<file path="src/rtl/srb_pkg.sv">
package srb_pkg;
    typedef enum logic [1:0] {
        SEL_ADDR = 2'd0,
        SEL_MSET = 2'd1,
        SEL_MCLR = 2'd2,
        SEL_DATA = 2'd3
    } srb_sel_e;

    typedef enum logic {
        ST_IDLE  = 1'b0,
        ST_FETCH = 1'b1
    } srb_state_e;

    localparam int MB_STREAM = 0;
    localparam int MB_LINEAR = 1;
    localparam int MB_ERR    = 2;
endpackage

</file>
<file path="src/rtl/srb_step.sv">
module srb_step #(
    parameter int WAW = 9,
    parameter int WW  = 5
) (
    input  logic [WAW-1:0] cur,
    input  logic           linear,
    output logic [WAW-1:0] nxt
);
    logic [WAW-1:0] lin_nxt;
    assign lin_nxt = cur + 1'b1;

    generate
        if (WW >= WAW) begin : g_full_window
            assign nxt = lin_nxt;
        end else begin : g_split_window
            logic [WW-1:0] low_nxt;
            assign low_nxt = cur[WW-1:0] + 1'b1;
            assign nxt = linear ? lin_nxt : {cur[WAW-1:WW], low_nxt};
        end
    endgenerate
endmodule

</file>
<file path="src/rtl/srb_ptr.sv">
module srb_ptr #(
    parameter int          AW         = 12,
    parameter int          WAW        = AW - 3,
    parameter bit          FIXED_VIEW = 1'b0,
    parameter logic [31:0] SRAM_BASE  = 32'hFFFF_8000
) (
    input  logic           clk,
    input  logic           rst_n,
    input  logic           load,
    input  logic [31:0]    load_val,
    input  logic           adv,
    input  logic [WAW-1:0] nxt_idx,
    output logic [WAW-1:0] idx,
    output logic [31:0]    view
);
    logic [31:0] eff_off;

    generate
        if (FIXED_VIEW) begin : g_fixed
            logic [31:0] held_q;
            assign eff_off = load_val;
            always_ff @(posedge clk) begin
                if (!rst_n)    held_q <= '0;
                else if (load) held_q <= load_val;
            end
            assign view = held_q;
        end else begin : g_track
            assign eff_off = load_val - SRAM_BASE;
            assign view = SRAM_BASE + {{(32-AW){1'b0}}, idx, 3'b000};
        end
    endgenerate

    always_ff @(posedge clk) begin
        if (!rst_n)    idx <= '0;
        else if (load) idx <= eff_off[AW-1:3];
        else if (adv)  idx <= nxt_idx;
    end

    AST_ADV_MOVES: assert property (@(posedge clk) disable iff (!rst_n)
        (adv && !load) |=> (idx != $past(idx)));
endmodule

</file>
<file path="src/rtl/sram_stream_bridge.sv">
module sram_stream_bridge
    import srb_pkg::*;
#(
    parameter int          AW         = 12,
    parameter int          WIN_AW     = 8,
    parameter bit          FIXED_VIEW = 1'b0,
    parameter logic [31:0] SRAM_BASE  = 32'hFFFF_8000,
    localparam int         WAW        = AW - 3,
    localparam int         WW         = WIN_AW - 3
) (
    input  logic           clk,
    input  logic           rst_n,
    input  logic           bus_req,
    input  logic           bus_we,
    input  logic [1:0]     bus_sel,
    input  logic [63:0]    bus_wdata,
    output logic           bus_ack,
    output logic [63:0]    bus_rdata,
    output logic           sram_re,
    output logic [WAW-1:0] sram_addr,
    input  logic [63:0]    sram_rdata
);
    srb_state_e     state, state_nx;
    srb_sel_e       sel;
    logic           accept, is_dread, addr_wr, misalign, ptr_load, ptr_adv;
    logic           mode_stream, mode_linear, mode_err;
    logic [WAW-1:0] idx, nxt_idx;
    logic [31:0]    view;
    logic [63:0]    mode_word;

    assign sel       = srb_sel_e'(bus_sel);
    assign accept    = (state == ST_IDLE) && bus_req;
    assign is_dread  = accept && !bus_we && (sel == SEL_DATA);
    assign addr_wr   = accept && bus_we && (sel == SEL_ADDR);
    assign misalign  = bus_wdata[34:32] != 3'b000;
    assign ptr_load  = addr_wr && !misalign;
    assign ptr_adv   = (state == ST_FETCH) && mode_stream;
    assign mode_word = {61'd0, mode_err, mode_linear, mode_stream};

    srb_step #(.WAW(WAW), .WW(WW)) u_step (
        .cur(idx), .linear(mode_linear), .nxt(nxt_idx)
    );

    srb_ptr #(.AW(AW), .WAW(WAW), .FIXED_VIEW(FIXED_VIEW), .SRAM_BASE(SRAM_BASE)) u_ptr (
        .clk(clk), .rst_n(rst_n), .load(ptr_load), .load_val(bus_wdata[63:32]),
        .adv(ptr_adv), .nxt_idx(nxt_idx), .idx(idx), .view(view)
    );

    // State register
    always_ff @(posedge clk) begin
        if (!rst_n) state <= ST_IDLE;
        else        state <= state_nx;
    end

    // Next state and SRAM-side outputs
    always_comb begin
        state_nx  = state;
        sram_re   = 1'b0;
        sram_addr = idx;
        unique case (state)
            ST_IDLE: begin
                if (is_dread) begin
                    sram_re  = 1'b1;
                    state_nx = ST_FETCH;
                end
            end
            ST_FETCH: state_nx = ST_IDLE;
            default:  state_nx = ST_IDLE;
        endcase
    end

    // Mode register
    always_ff @(posedge clk) begin
        if (!rst_n) begin
            mode_stream <= 1'b0;
            mode_linear <= 1'b0;
            mode_err    <= 1'b0;
        end else begin
            if (accept && bus_we && sel == SEL_MSET) begin
                mode_stream <= mode_stream | bus_wdata[MB_STREAM];
                mode_linear <= mode_linear | bus_wdata[MB_LINEAR];
            end
            if (accept && bus_we && sel == SEL_MCLR) begin
                mode_stream <= mode_stream & ~bus_wdata[MB_STREAM];
                mode_linear <= mode_linear & ~bus_wdata[MB_LINEAR];
                if (bus_wdata[MB_ERR]) mode_err <= 1'b0;
            end
            if (addr_wr && misalign) mode_err <= 1'b1;
        end
    end

    // Bus-side outputs
    always_ff @(posedge clk) begin
        if (!rst_n) begin
            bus_ack   <= 1'b0;
            bus_rdata <= '0;
        end else begin
            bus_ack <= (accept && !is_dread) || (state == ST_FETCH);
            if (state == ST_FETCH) begin
                bus_rdata <= sram_rdata;
            end else if (accept && !bus_we) begin
                unique case (sel)
                    SEL_ADDR: bus_rdata <= {view, 32'd0};
                    SEL_MSET: bus_rdata <= mode_word;
                    SEL_MCLR: bus_rdata <= mode_word;
                    SEL_DATA: bus_rdata <= bus_rdata;
                    default:  bus_rdata <= bus_rdata;
                endcase
            end
        end
    end

    AST_REG_ACK: assert property (@(posedge clk) disable iff (!rst_n)
        (accept && !is_dread) |=> bus_ack);
    AST_FETCH_ACK: assert property (@(posedge clk) disable iff (!rst_n)
        is_dread |=> (state == ST_FETCH) ##1 bus_ack);
    AST_HOLD_OFF: assert property (@(posedge clk) disable iff (!rst_n)
        (state == ST_FETCH && !mode_stream) |=> $stable(idx));
    AST_MISALIGN_DROP: assert property (@(posedge clk) disable iff (!rst_n)
        (addr_wr && misalign) |=> ($stable(idx) && mode_err));
    AST_ERR_STICKY: assert property (@(posedge clk) disable iff (!rst_n)
        (mode_err && !(accept && bus_we && sel == SEL_MCLR && bus_wdata[MB_ERR])) |=> mode_err);

    generate
        if (WW < WAW) begin : g_win_chk
            AST_WIN_KEEP: assert property (@(posedge clk) disable iff (!rst_n)
                (ptr_adv && !mode_linear && !ptr_load) |=> (idx[WAW-1:WW] == $past(idx[WAW-1:WW])));
        end
    endgenerate
endmodule

</file>
<file path="config.mk">
export PLATFORM = sky130hd
export DESIGN_NAME = sram_stream_bridge
export DESIGN_NICKNAME = d
export VERILOG_FILES = /design/src/rtl/srb_pkg.sv /design/src/rtl/srb_step.sv /design/src/rtl/srb_ptr.sv /design/src/rtl/sram_stream_bridge.sv
export SDC_FILE = /design/constraint.sdc
export NUM_CORES = 1
export LEC_CHECK = 0
export BUFFER_PORTS_ARGS = -buffer_cell sky130_fd_sc_hd__buf_2
export CORE_MARGIN = 4
export CORE_UTILIZATION = 32
export DETAILED_ROUTE_END_ITERATION = 6
export PLACE_DENSITY_LB_ADDON = 0.3
export SLEW_MARGIN = 5
export SYNTH_ARGS = -nofsm -noshare
export SYNTH_HDL_FRONTEND = slang
export SYNTH_HIERARCHICAL = 1
export SYNTH_SLANG_ARGS = --single-unit
</file>
<file path="constraint.sdc">
create_clock -name clk -period 2.4 [get_ports clk]
set_clock_uncertainty 0.1 [all_clocks]
set_input_delay 0 -clock clk [delete_from_list [all_inputs] [get_ports clk]]
set_output_delay 0 -clock clk [all_outputs]
set_load 0.05 [all_outputs]
</file>
== After elaboration in Yosys (flattened, before gate mapping) ==
Cells that the tools add are included.
Operators by class
  multiplexer cells: 16
  reduce and logical (&&, ||, !) cells: 27
  equal/unequal tests: 4
  bitwise logic cells: 7
  $add $sub $neg: 4
Operators by type and width (number)
  $mux 64: 2
  $pmux 64 s2: 1
  $mux 9: 3
  $add 16x13->17 const A: 1
  $reduce_bool 2->1: 6
  $sub 12x1->12 const B: 1
  $logic_and 1x1->1: 11
  $add 9x1->9 const B: 1
  $mux 1: 9
  $reduce_and 2->1: 3
  $add 5x1->5 const B: 1
  $eq 2x2->1 const B: 2
  $logic_not 1->1: 3
  $not 1->1: 3
  $reduce_bool 3->1: 1
  $and 1x1->1: 2
  $eq 2x1->1 const B: 1
  $logic_not 2->1: 1
  $ne 2x2->1 const B: 1
  $or 1x1->1: 2
  $pmux 1 s2: 1
  $reduce_or 2->1: 1
  $logic_or 1x1->1: 1
Word-level totals
  logic and storage cells: 66
  input bits: 134
  register bits after elaboration: 78

== Longest topological paths before layout ==
  word-level depth: 7
  gate-level depth with buffers: 6
  mapped depth without buffers: 6

== Modules after synthesis ==
Netlist, hierarchy kept.
Modules (own cells, without submodules)
  sram_stream_bridge: area an instance 2711.4 µm², times used 1, cells an instance 230
  srb_ptr: area an instance 729.4 µm², times used 1, cells an instance 73
  srb_step: area an instance 146.4 µm², times used 1, cells an instance 21

== Worst setup path after synthesis ==
Ideal clock, no wire load.
  kind: register -> register
  from: register u_ptr.idx[0]
  to: register u_ptr.idx[8]
  cell stages (with the launch flop): 7
  arrival time: 1.799 ns
  slack: 0.385 ns
  buffers on the path: 0
  clock period less this slack: 2.015 ns
  path through: dfxtp_1 > ha_1 > nand2_1 > nor3_2 > xor2_1 > mux2_4 > o211a_1
Between the ends
  word-level cells in the longest chain between the ends: 4
RTL lines
  start, declared: RTL line srb_ptr.sv:13  | output logic [WAW-1:0] idx,
  start signal, assigned: RTL line srb_ptr.sv:35  | else if (load) idx <= eff_off[AW-1:3];
  start signal, assigned: RTL line srb_ptr.sv:36  | else if (adv) idx <= nxt_idx;
  $add 9x1->9: RTL line srb_step.sv:10  | assign lin_nxt = cur + 1'b1;
  $mux 9: RTL line srb_step.sv:18  | assign nxt = linear ? lin_nxt : {cur[WAW-1:WW], low_nxt};
  named net nxt_idx[8]: RTL line sram_stream_bridge.sv:27  | logic [WAW-1:0] idx, nxt_idx;
  $mux 9: RTL line srb_ptr.sv:36
  $mux 9: RTL line srb_ptr.sv:35
The timed path passes the listed nets, and every way through them passes these cells. The select of a mux whose other input is x is not followed.
A chain may end at the register's enable or synchronous reset.

==> results_tabular.tex <==
\begin{tabular}{lr}
\hline
Metric & Value \\
\hline
\multicolumn{2}{l}{\textbf{Placement}} \\
Weighted congestion reported at the end of routability-driven placement & 0.784 \\
HPWL after detailed placement & 6560 um \\
Placed cell areas & 4260 um\^{}2 \\
Total placed cells including tap cells & 589 \\
Port-buffer cells & 159 \\
\multicolumn{2}{l}{\textbf{GRT}} \\
Total routing resource utilization after global routing & 16.0\% \\
Congestion Overflow GR & 0 \\
Via count of the first global-routing pass & 3354 \\
Pin count of the biggest net entering global routing & 42 \\
Antenna violations before repair & 0 \\
Global-route wire length before repair & 16700 um \\
\multicolumn{2}{l}{\textbf{Layout}} \\
Area growth from synthesis to final layout & 49.1\% \\
Fraction of final layout cells sized beyond drive strength 1 & 36.5\% \\
Footprint of the multi-input gates & 1660 um\^{}2 \\
Number of fillers in the final layout & 994 \\
Total non-filler cell area in the finished layout & 5350 um\^{}2 \\
Final std cells w/o fill & 690 \\
Number of antenna diodes & 0 \\
Area occupied by registers & 1560 um\^{}2 \\
Net count, final & 684 \\
\multicolumn{2}{l}{\textbf{Drt}} \\
First drt pass iteration count & 4 \\
Total Routed Length & 10200 um \\
Routed vias & 3306 \\
Via/cell ratio & 4.79 \\
DRC violations left & 0 \\
Average wire per standard cell & 14.8 um \\
Detailed router's first-iteration violation count & 129 \\
Remaining antenna violation count after routing & 0 \\
\multicolumn{2}{l}{\textbf{Synthesis}} \\
Mapped Avg Cell Area & 11.1 um\^{}2 \\
Number of synthesized flops with an enable pin & 0 \\
Summed instance area of the synthesized netlist & 3590 um\^{}2 \\
Flip-flop and latch count after synthesis & 78 \\
Library cell occupying the most area in the post-synthesis netlist & dfxtp\_1 \\
Count of cell types in the netlist & 39 \\
Area share of the leading cell type in the synthesized netlist & 43.5\% \\
Async SR Flop Fraction & 0\% \\
Top flip-flop cell by instance count after synthesis & dfxtp\_1 \\
Library cell with the highest instance count after synthesis & dfxtp\_1 \\
Share of synthesized area occupied by flip-flops and latches & 43.5\% \\
Gate Count Post-Synth & 324 \\
Synth cell count leaders & dfxtp\_1, buf\_4, a221o\_1, and4\_1, a22o\_1 \\
Top post-synthesis cells by area & dfxtp\_1, a221o\_1, and4\_1 \\
YS warnings & 6 \\
\multicolumn{2}{l}{\textbf{Floorplanning}} \\
Starting density of the core & 32.9\% \\
DIE AREA & 13000 um\^{}2 \\
Number of top-level pins & 209 \\
Area of the core & 10900 um\^{}2 \\
\# rows & 38 \\
Vertical die dimension & 114 um \\
Die X-Extent & 114 um \\
\multicolumn{2}{l}{\textbf{Timing}} \\
Setup TNS after final layout & 0 ns \\
Crit path time final & 2.24 ns \\
Unrepaired setup endpoints after global routing & false \\
Part of the cycle the worst path needs & 93.3\% \\
Hold\_ws & 0.0755 ns \\
Hold Vio Cnt, Final & 0 \\
Max Clock Freq & 446 MHz \\
Setup-violating endpoint count in the final report & 0 \\
Tightest slew margin relative to the limit & 43.4\% \\
Slew Viols, Final & 0 \\
Measured slew at the worst slew-check pin & 0.847 ns \\
\multicolumn{2}{l}{\textbf{Worst setup path}} \\
Arrival time of data at the critical path endpoint & 2.44 ns \\
Type of the worst setup path & primary input to flop \\
CP Launch Type & primary input \\
Type of element capturing the critical path & flop \\
Crit Path Max Fanout & 40 \\
Required @ worst endpoint & 2.60 ns \\
\multicolumn{2}{l}{\textbf{Status}} \\
Outcome & complete, no violations \\
\multicolumn{2}{l}{\textbf{Clock network}} \\
Resized cells post-CTS & 0 \\
Buffers inserted during post-CTS setup optimization & 0 \\
Clock Sinks & 78 \\
Clock insertion delay at the later pin of the skew report & 0.36 ns \\
Maximum clock path buffer count & 2 \\
TritonCTS clock tree & built \\
Clock transition time at the flip-flop clock pins of the worst setup and hold paths & 0.08 ns \\
Number of hold buffers added after cts & 85 \\
Total CTS buffers & 9 \\
CTS H-Tree Depth & 3 \\
Clock root buffer & clkbuf\_8 \\
\multicolumn{2}{l}{\textbf{Power}} \\
Cell area power density & 555 nW/um\^{}2 \\
Total Power & 2.97 mW \\
Fraction of power consumed by sequential logic & 45.2\% \\
Part of the power in combinational logic & 15.0\% \\
Leakage & 2.67 nW \\
Proportion of total power due to net switching & 25.5\% \\
Net switching power of the design & 0.755 mW \\
Worst voltage drop across the vdd grid & 268 uV \\
Int Pwr & 2.21 mW \\
Clock share of power & 39.8\% \\
\multicolumn{2}{l}{\textbf{Min path}} \\
Class of the worst hold path & primary input to flop \\
\multicolumn{2}{l}{\textbf{Flow run}} \\
Max-capacitance violation count & 0 \\
\hline
\end{tabular}
layout make-up:
type                       count  share of cell area [%]
timing repair buffer         250                    31.6
multi-input combinational    200                    31.0
sequential                    78                    29.2
tap                          140                    3.28
clock buffer                  10                    2.39
clock inverter                 6                    2.06
inverter                       6                   0.421
metal layers:
metal  up-vias  routed length (um)  global-route usage (%)
met1      1553                4470                    19.3
met4         0                 206                    6.10
met3        19                 742                    5.41
li1       1622                   -                       -
met2       112                4830                    26.2
met5         -                   0                       0
power groups by stage:
stage                     sequential, mW  clock [mW]  combinational, mW
after floorplan                     1.47           0              0.154
after global placement              1.37           0              0.335
after detailed placement            1.37           0              0.338
after CTS                           1.34        1.22              0.444
after global routing                1.34        1.27              0.482
final                               1.34        1.18              0.446
worst max-delay path: stages:
cell and delay (ns):
dlygate4sd3_1 0.51, buf_2 0.31, inv_2 0.13, nor3_4 0.71, buf_4 0.51, a221o_1 0.24
path summary, 6_finish.rpt:
path	startpoint	endpoint	cells after the start	slack (ns)
setup / recovery	rst_n	bus_rdata[54]	6	0.16
hold / removal	bus_we	state	3	0.08
setup reg to reg	state	bus_rdata[54]	3	0.41
hold reg to reg	bus_rdata[20]	bus_rdata[20]	1	0.38
registers in the layout (all words and copies together), names as in the netlist, named ones only:
signal	cells
mode_err	1
u_ptr/idx	9
bus_ack	1
bus_rdata	64
state	1
kinds of logic after synthesis:
family | share of synthesized area [%]
adders and majority gates | 1.74
buffers and inverters | 12.5
other | 0.209
and+or+nand+nor | 15.0
AOI/OAI and AO/OA | 21.6
muxes | 3.77
xor gates and xnor gates | 1.71
DFF | 43.5
stage by stage:
stage	util (%)	setup slack, ns
global route	49.1	0.0350
CTS	49.1	0.193
global placement	39.1	0.348
detailed placement	39.1	0.325
floorplan	-	0.385
finish	49.1	0.160
cell usage in the layout, fill, tap and decap left out, types with 2 or more instances in the layout:
master,netlist,final
nand2_1,8,8
nand3_1,2,2
a31oi_1,2,2
a22o_1,29,29
nor3_2,2,2
dlygate4sd3_1,0,85
xnor2_1,2,2
a21oi_1,4,4
dfxtp_1,78,78
a311oi_1,2,2
clkbuf_8,0,9
inv_1,5,5
buf_4,32,6
and3_1,2,2
a211oi_2,3,3
and2_1,3,2
bufinv_16,0,3
and4_1,31,31
xor2_1,5,5
o21ai_0,3,3
conb_1,2,23
buf_2,6,159
nand2b_1,10,10
mux2_4,9,9
nor2_1,2,2
a221o_1,31,31
ha_1,5,5
nor3_1,4,4
o211a_1,9,9
clkinvlp_4,0,2
Power figures use the tool's default switching activity.
